[config.mk]
export PLATFORM = sky130hd
export DESIGN_NAME = spectral_mixer
export DESIGN_NICKNAME = d
export VERILOG_FILES = /design/src/rtl/mix_pkg.sv /design/src/rtl/mix_phase.sv /design/src/rtl/mix_slot.sv /design/src/rtl/mix_select.sv /design/src/rtl/mix_noise.sv /design/src/rtl/spectral_mixer.sv
export SDC_FILE = /design/constraint.sdc
export NUM_CORES = 1
export LEC_CHECK = 0
export BUFFER_PORTS_ARGS = -buffer_cell sky130_fd_sc_hd__buf_2
export CAP_MARGIN = 40
export CORE_AREA = 4 4 41 43
export CTS_CLUSTER_DIAMETER = 200
export DETAILED_ROUTE_END_ITERATION = 6
export DIE_AREA = 0 0 45 47
export GPL_TIMING_DRIVEN = 1
export SYNTH_ARGS = -nofsm -noshare
export SYNTH_HDL_FRONTEND = slang
export SYNTH_SLANG_ARGS = --single-unit
[constraint.sdc]
create_clock -name clk_i -period 1.8 [get_ports clk_i]
set_clock_uncertainty 0.15 [all_clocks]
set_input_delay 0.36 -clock clk_i [delete_from_list [all_inputs] [get_ports clk_i]]
set_output_delay 0.36 -clock clk_i [all_outputs]
set_load 0.05 [all_outputs]
[src/rtl/mix_pkg.sv]
package mix_pkg;
  typedef enum logic [1:0] {
    SLOT_A = 2'd0,
    SLOT_B = 2'd1,
    SLOT_C = 2'd2
  } slot_e;
endpackage

[src/rtl/mix_phase.sv]
module mix_phase #(
  parameter int NCOMP = 4,
  localparam int NSRC = NCOMP + 1
) (
  input  logic [NCOMP-1:0] comp_i,
  input  logic [NCOMP-1:0] phase_i,
  input  logic             wrnd_i,
  output logic [NSRC-1:0]  src_o
);
  for (genvar g = 0; g < NCOMP; g++) begin : g_ph
    assign src_o[g] = comp_i[g] ^ phase_i[g];
  end
  // weighted random source sits after the components, no phase
  assign src_o[NCOMP] = wrnd_i;
endmodule

[src/rtl/mix_slot.sv]
module mix_slot
  import mix_pkg::*;
(
  input  logic  clk_i,
  input  logic  rst_ni,
  input  logic  en_i,
  input  logic  three_mode_i,
  output slot_e slot_o
);
  logic [1:0] cnt_q;

  always_ff @(posedge clk_i or negedge rst_ni) begin
    if (!rst_ni)   cnt_q <= 2'd0;
    else if (en_i) cnt_q <= cnt_q + 2'd1;
  end

  always_comb begin
    if (three_mode_i && cnt_q[1]) slot_o = SLOT_C;
    else if (cnt_q[0])            slot_o = SLOT_B;
    else                          slot_o = SLOT_A;
  end

  a_r8_slot_hold: assert property (@(posedge clk_i) disable iff (!rst_ni)
    !en_i |=> $stable(cnt_q));
  a_r8_slot_step: assert property (@(posedge clk_i) disable iff (!rst_ni)
    en_i |=> cnt_q == $past(cnt_q) + 2'd1);
endmodule

[src/rtl/mix_select.sv]
module mix_select
  import mix_pkg::*;
#(
  parameter int NCOMP = 4,
  localparam int NSRC  = NCOMP + 1,
  localparam int SRC_W = $clog2(NSRC)
) (
  input  slot_e            slot_i,
  input  logic [SRC_W-1:0] sel_a_i,
  input  logic [SRC_W-1:0] sel_b_i,
  input  logic [SRC_W-1:0] sel_c_i,
  input  logic [NSRC-1:0]  src_i,
  output logic             bit_o
);
  logic [SRC_W-1:0] sel;

  always_comb begin
    unique case (slot_i)
      SLOT_B:  sel = sel_b_i;
      SLOT_C:  sel = sel_c_i;
      default: sel = sel_a_i;
    endcase
  end

  // out-of-range selector falls through to 0
  always_comb begin
    bit_o = 1'b0;
    for (int i = 0; i < NSRC; i++) begin
      if (sel == SRC_W'(i)) bit_o = src_i[i];
    end
  end
endmodule

[src/rtl/mix_noise.sv]
module mix_noise (
  input  logic clk_i,
  input  logic rst_ni,
  input  logic en_i,
  input  logic mix_i,
  input  logic noise_i,
  input  logic noise_en_i,
  output logic stream_o
);
  logic stream_q;

  always_ff @(posedge clk_i or negedge rst_ni) begin
    if (!rst_ni)   stream_q <= 1'b0;
    else if (en_i) stream_q <= mix_i ^ (noise_en_i & noise_i);
  end

  assign stream_o = stream_q;

  a_r2_hold: assert property (@(posedge clk_i) disable iff (!rst_ni)
    !en_i |=> $stable(stream_q));
  a_r7_noise_off: assert property (@(posedge clk_i) disable iff (!rst_ni)
    en_i && !noise_en_i |=> stream_q == $past(mix_i));
endmodule

[src/rtl/spectral_mixer.sv]
module spectral_mixer
  import mix_pkg::*;
#(
  parameter int NCOMP = 4,
  localparam int NSRC  = NCOMP + 1,
  localparam int SRC_W = $clog2(NSRC)
) (
  input  logic             clk_i,
  input  logic             rst_ni,
  input  logic             en_i,
  input  logic             three_mode_i,
  input  logic [SRC_W-1:0] sel_a_i,
  input  logic [SRC_W-1:0] sel_b_i,
  input  logic [SRC_W-1:0] sel_c_i,
  input  logic [NCOMP-1:0] comp_i,
  input  logic [NCOMP-1:0] phase_i,
  input  logic             wrnd_i,
  input  logic             noise_i,
  input  logic             noise_en_i,
  output logic             stream_o
);
  logic [NSRC-1:0] src;
  slot_e           slot;
  logic            mix;

  mix_phase #(.NCOMP(NCOMP)) u_phase (
    .comp_i (comp_i),
    .phase_i(phase_i),
    .wrnd_i (wrnd_i),
    .src_o  (src)
  );

  mix_slot u_slot (
    .clk_i       (clk_i),
    .rst_ni      (rst_ni),
    .en_i        (en_i),
    .three_mode_i(three_mode_i),
    .slot_o      (slot)
  );

  mix_select #(.NCOMP(NCOMP)) u_sel (
    .slot_i (slot),
    .sel_a_i(sel_a_i),
    .sel_b_i(sel_b_i),
    .sel_c_i(sel_c_i),
    .src_i  (src),
    .bit_o  (mix)
  );

  mix_noise u_noise (
    .clk_i     (clk_i),
    .rst_ni    (rst_ni),
    .en_i      (en_i),
    .mix_i     (mix),
    .noise_i   (noise_i),
    .noise_en_i(noise_en_i),
    .stream_o  (stream_o)
  );

  a_r6_wrnd_a: assert property (@(posedge clk_i) disable iff (!rst_ni)
    en_i && !noise_en_i && slot == SLOT_A && sel_a_i == SRC_W'(NCOMP)
    |=> stream_o == $past(wrnd_i));
  a_r6_high_zero: assert property (@(posedge clk_i) disable iff (!rst_ni)
    en_i && !noise_en_i && slot == SLOT_A && sel_a_i > SRC_W'(NCOMP)
    |=> !stream_o);
  a_r4_c_wrnd: assert property (@(posedge clk_i) disable iff (!rst_ni)
    en_i && !noise_en_i && slot == SLOT_C && sel_c_i == SRC_W'(NCOMP)
    |=> stream_o == $past(wrnd_i));
  a_r3_no_c: assert property (@(posedge clk_i) disable iff (!rst_ni)
    !three_mode_i |-> slot != SLOT_C);
endmodule

======== After elaboration in Yosys (flattened, before gate mapping) ========
Index checks and enable logic that the tools add are counted.
storage, ports and cells
  register bits after elaboration ......... 3
  input port bits ......................... 24
  output and inout port bits .............. 1
  word-level logic and storage cells ...... 25
operators by class
  add/subtract/negate cells ............... 1
  equality and inequality tests ........... 6
  multiplexer cells ....................... 8
  bitwise logic cells ..................... 6
  reductions and logical operators ........ 2
operator list
  kind                                                              number
  3-bit by 2-bit == test with 1-bit output (second input constant)  2
  1-bit 2-to-1 mux                                                  6
  3-bit case mux with 2 select lines                                1
  1-bit XOR                                                         5
  3-bit by 1-bit == test with 1-bit output (second input constant)  1
  3-bit == test (second input constant)                             1
  3-bit zero test                                                   1
  2-bit by 1-bit adder with 2-bit output (second input constant)    1
  2-bit by 1-bit == test with 1-bit output (second input constant)  1
  2-bit == test (second input constant)                             1
  2-bit 2-to-1 mux                                                  1
  1-bit bitwise AND                                                 1
  1-bit logical AND                                                 1

======== Longest topological paths before layout ========
  word-level depth ........................ 11
  mapped depth ............................ 7
  mapped depth without buffers ............ 6

======== By module ========
From an unflattened synthesis, not the netlist that was laid out.
unflattened totals
  cell total of the unflattened synthesis .. 37
  area total of the unflattened synthesis .. 330.3 um^2
by module, submodules not included
  module      instances  cells an instance  area an instance (um^2)
  mix_select  1          20                 146.4
  mix_slot    1          7                  88.8
  mix_noise   1          5                  52.6
  mix_phase   1          5                  42.5

======== Least setup slack after synthesis ========
No wires, ideal clock.
  path kind ............................... flip-flop to flip-flop
  start point ............................. reg u_slot.cnt_q[0]
  end point ............................... reg u_noise.stream_q (netlist: u_noise.stream_o)
  setup time .............................. 0.125 ns
  arrival time ............................ 1.684 ns
  slack ................................... -0.159 ns
  cell stages (with the launch flop) ...... 8
  clock period less this slack ............ 1.959 ns
  cells stage by stage .................... dfrtp_1 > buf_6 > mux2_4 > mux2_4 > mux2i_1 > o221ai_2 > xnor2_1 > mux2_2
on the way
  cells in the longest elaborated chain, start to end .. 11
RTL lines
  element                                                                           line              RTL
  start, declared                                                                   mix_slot.sv:10    logic [1:0] cnt_q;
  start signal, assigned                                                            mix_slot.sv:14    else if (en_i) cnt_q <= cnt_q + 2'd1;
  1-bit 2-to-1 mux (*)                                                              mix_slot.sv:19    else if (cnt_q[0]) slot_o = SLOT_B;
  2-bit 2-to-1 mux (*)                                                              mix_slot.sv:18    if (three_mode_i && cnt_q[1]) slot_o = SLOT_C;
  2-bit == test / 2-bit by 1-bit == test with 1-bit output (equally long branches)  mix_select.sv:18  unique case (slot_i)
  3-bit case mux with 2 select lines (*)                                            mix_select.sv:18
  3-bit zero test                                                                   mix_select.sv:29  if (sel == SRC_W'(i)) bit_o = src_i[i];
  1-bit 2-to-1 mux (4 in a row)                                                     mix_select.sv:29
  1-bit 2-to-1 mux (*)                                                              mix_select.sv:29
  1-bit XOR (*)                                                                     mix_noise.sv:14   else if (en_i) stream_q <= mix_i ^ (noise_en_i & noise_i);
  end signal, assigned                                                              mix_noise.sv:14
  end, declared                                                                     mix_noise.sv:10   logic stream_q;
Every way passes the cells marked *; elsewhere a longest branch is shown, timed or not.
A chain may end at the register's enable or synchronous reset.

======== Worst setup path after layout ========
Ends and elaborated chain as after synthesis.

==> flow_summary.toml <==
[status]
status = "finished with violations"
violations = "setup timing"

[finish]
fillers = 145
diodes = 0
area_growth_syn_to_layout_pct = 68.2
drive_above_1_share = 0.606
final_core_util = 0.413
layout.nets = 91
fin_area_sq_um = 537

[die]
die_x_microns = 45
core_sq_mm = 0.00130
dieArea_sq_mm = 0.00212
pin_count = 25
start_util = 0.245
die_y_microns = 47
core.rowCount = 13

[timing]
setup-tns-final_ns = -0.190
worstMarginPinSlew_ns = 0.228
worst_slack_ns = -0.190
hold_violations = 0
min_period_over_period = 1.11
hold_slack_ns = 0.221
rsz0062_at_grt = "yes"
drv_slew = 0
max_freq_mhz = 503
setup_viol = 1
min_period_ns = 1.99
slew_headroom = 0.844

[drt]
vias_per_cell = 4.33
vias = 351
drt_iter0_drc = 1
drcViolationCount = 0
wl_per_cell_microns = 10.3
ant_nets = 0
first_pass_iters = 3
routed_wl_microns = 832

[power_and_ir_drop]
p_sw_frac = 0.365
pwr-share-comb = 0.610
p_seq_frac = 0.212
finalPower_mw = 0.666
power_density_mw_per_mm2 = 1240
power_switching_mw = 0.243
power.share.clock = 0.178
power.leakage_nw = 0.287
ir_drop_uv = 725
intPower_mw = 0.423

[synthesis]
synth_top_area_frac = 0.235
yosysMostFrequentCell = "nand2_1"
synth_area_leader_cell = "dfrtp_1"
syn_avg_cell_area_sq_um = 9.97
synth_cell_types = 17
synthArstFlopShare = 1.00
synth_area_sq_um = 319
synth_fp_nets = 56
synth_common_cells = "nand2_1, xor2_1, dfrtp_1, mux2i_1, xnor2_1"
seq_area_frac_synth = 0.235
synth_edf_count = 0
synthTopCellsByArea = "dfrtp_1, xor2_1, mux2i_1"
ys_seq_elements = 3
yosys_most_used_dff = "dfrtp_1"
yosys_warnings = 0
synth_cells = 32

[critical_path]
r2r-end = "u_noise.stream_o"
crit_type = "flip-flop to flip-flop"
crit_path_start_kind = "flip-flop"
rrSetupSlack_ns = -0.19
arrival_ns = 1.95
reg2regPathDepth = 6
cp_data_required_time_ns = 1.76
rr_startpoint = "u_slot.cnt_q[0]"
cp_max_fo = 4
crit_path_end_kind = "flip-flop"

[global_route]
grt_antenna_before_repair = 0
grt_max_degree = 6
grt_pass1_vias = 327
grt-ovfl-total = 0
track_usage = 0.0853
busiest_layer = "met2"
use_met3 = 0.0460
grt_pass1_wl_microns = 1280
use_met2 = 0.127
met1_usage = 0.109

[cts]
clockRootBuffer = "clkbuf_4"
clk_path_buf_depth = 2
cts_buffers = 3
htree_num_levels = 1
clk_latency_ns = 0.23
clock_sinks = 3
clk_pin_slew_ns = 0.04
cts_tree = "built"

[placed_design]
dp_hpwl_microns = 692
gp_congestion = 0.721
dpl-instance-area_sq_um = 484
io_buffers = 24

[min_path]
min_to = "u_slot.cnt_q[0]"
hold_class = "primary input to flip-flop"
hold_depth = 2
min-delay-start = "en_i"

[run]
drv_cap = 0
[logic make-up (layout without fill, tap and decap cells)]
logic type      Yosys count  count (layout)  synth area share
compound gates            6               6             0.161
xor+xnor                  7               7             0.192
buf+inv                   2              36            0.0470
flops                     3               3             0.235
mux                       7               7             0.259
simple gates              7               7             0.106
[cell usage in the layout (no fill, tap or decap), drive strengths merged]
master / n
buf: 30
mux2: 4
xor2: 4
inv: 1
o221ai: 1
a21oi: 1
a21o: 1
nand2: 5
dfrtp: 3
and3b: 1
nand4: 1
clkbuf: 4
o21a: 1
a32oi: 1
dlygate4sd3: 1
a211oi: 1
mux2i: 3
xnor2: 3
[state kept, by name (all words and copies together) (netlist names)]
signal / cells
u_slot.cnt_q: 2
u_noise.stream_o: 1
[layout make-up]
cell class                 count  area, sq um  share of cell area
sequential                     3         76.3               0.142
multi-input combinational     27          236               0.441
timing repair buffer          31          175               0.326
inverter                       1         3.75             0.00699
clock buffer                   4         26.3              0.0490
tap                           15         18.8              0.0350
[power by group through the flow]
stage	combinational, mW	sequential, mW	clock, mW
3_3_place_gp	0.364	0.141	0
5_1_grt	0.441	0.147	0.139
4_1_cts	0.392	0.142	0.123
3_5_place_dp	0.369	0.144	0
6_report	0.406	0.141	0.119
2_1_floorplan	0.243	0.160	0
[per-layer routing]
metal  wire length, microns  vias up
met2                    401       15
met4                      0        0
met3                     69        0
met5                      0        -
met1                    362      151
li1                       -      185
[worst max-delay path, cell delays in order, from the launching register on]
cell,delay (ns)
dfrtp_2,0.44
mux2_4,0.31
mux2_4,0.28
mux2i_2,0.19
o221ai_2,0.12
xnor2_1,0.13
mux2_4,0.25
[per-stage QoR]
step / instances / setup slack (ns)
5_1_grt: 81 / -0.229
6_report: 81 / -0.190
2_1_floorplan: 32 / -0.159
4_1_cts: 81 / -0.184
3_3_place_gp: 75 / -0.183
3_5_place_dp: 75 / -0.222
[how the worst max path moves through the flow]
stage | start | to | slack, ns
6_report | u_slot.cnt_q[0] | u_noise.stream_o | -0.19
5_1_grt | u_slot.cnt_q[0] | u_noise.stream_o | -0.23
4_1_cts | u_slot.cnt_q[0] | u_noise.stream_o | -0.18
3_5_place_dp | u_slot.cnt_q[0] | u_noise.stream_o | -0.22
3_3_place_gp | three_mode_i | u_noise.stream_o | -0.18
2_1_floorplan | u_slot.cnt_q[0] | u_noise.stream_o | -0.16
[what timing repair did]
| item | in CTS | in global routing |
|---|---|---|
| pin swaps | 0 | 0 |
| setup endpoints to repair | 1 | 1 |
| cloned | 0 | 0 |
| endpoints found under the hold margin | 3 | 0 |
| gates resized for setup | 1 | 2 |
| setup buffers | 1 | 0 |
| hold buffers | 1 | 0 |
Power figures use the tool's default switching activity.
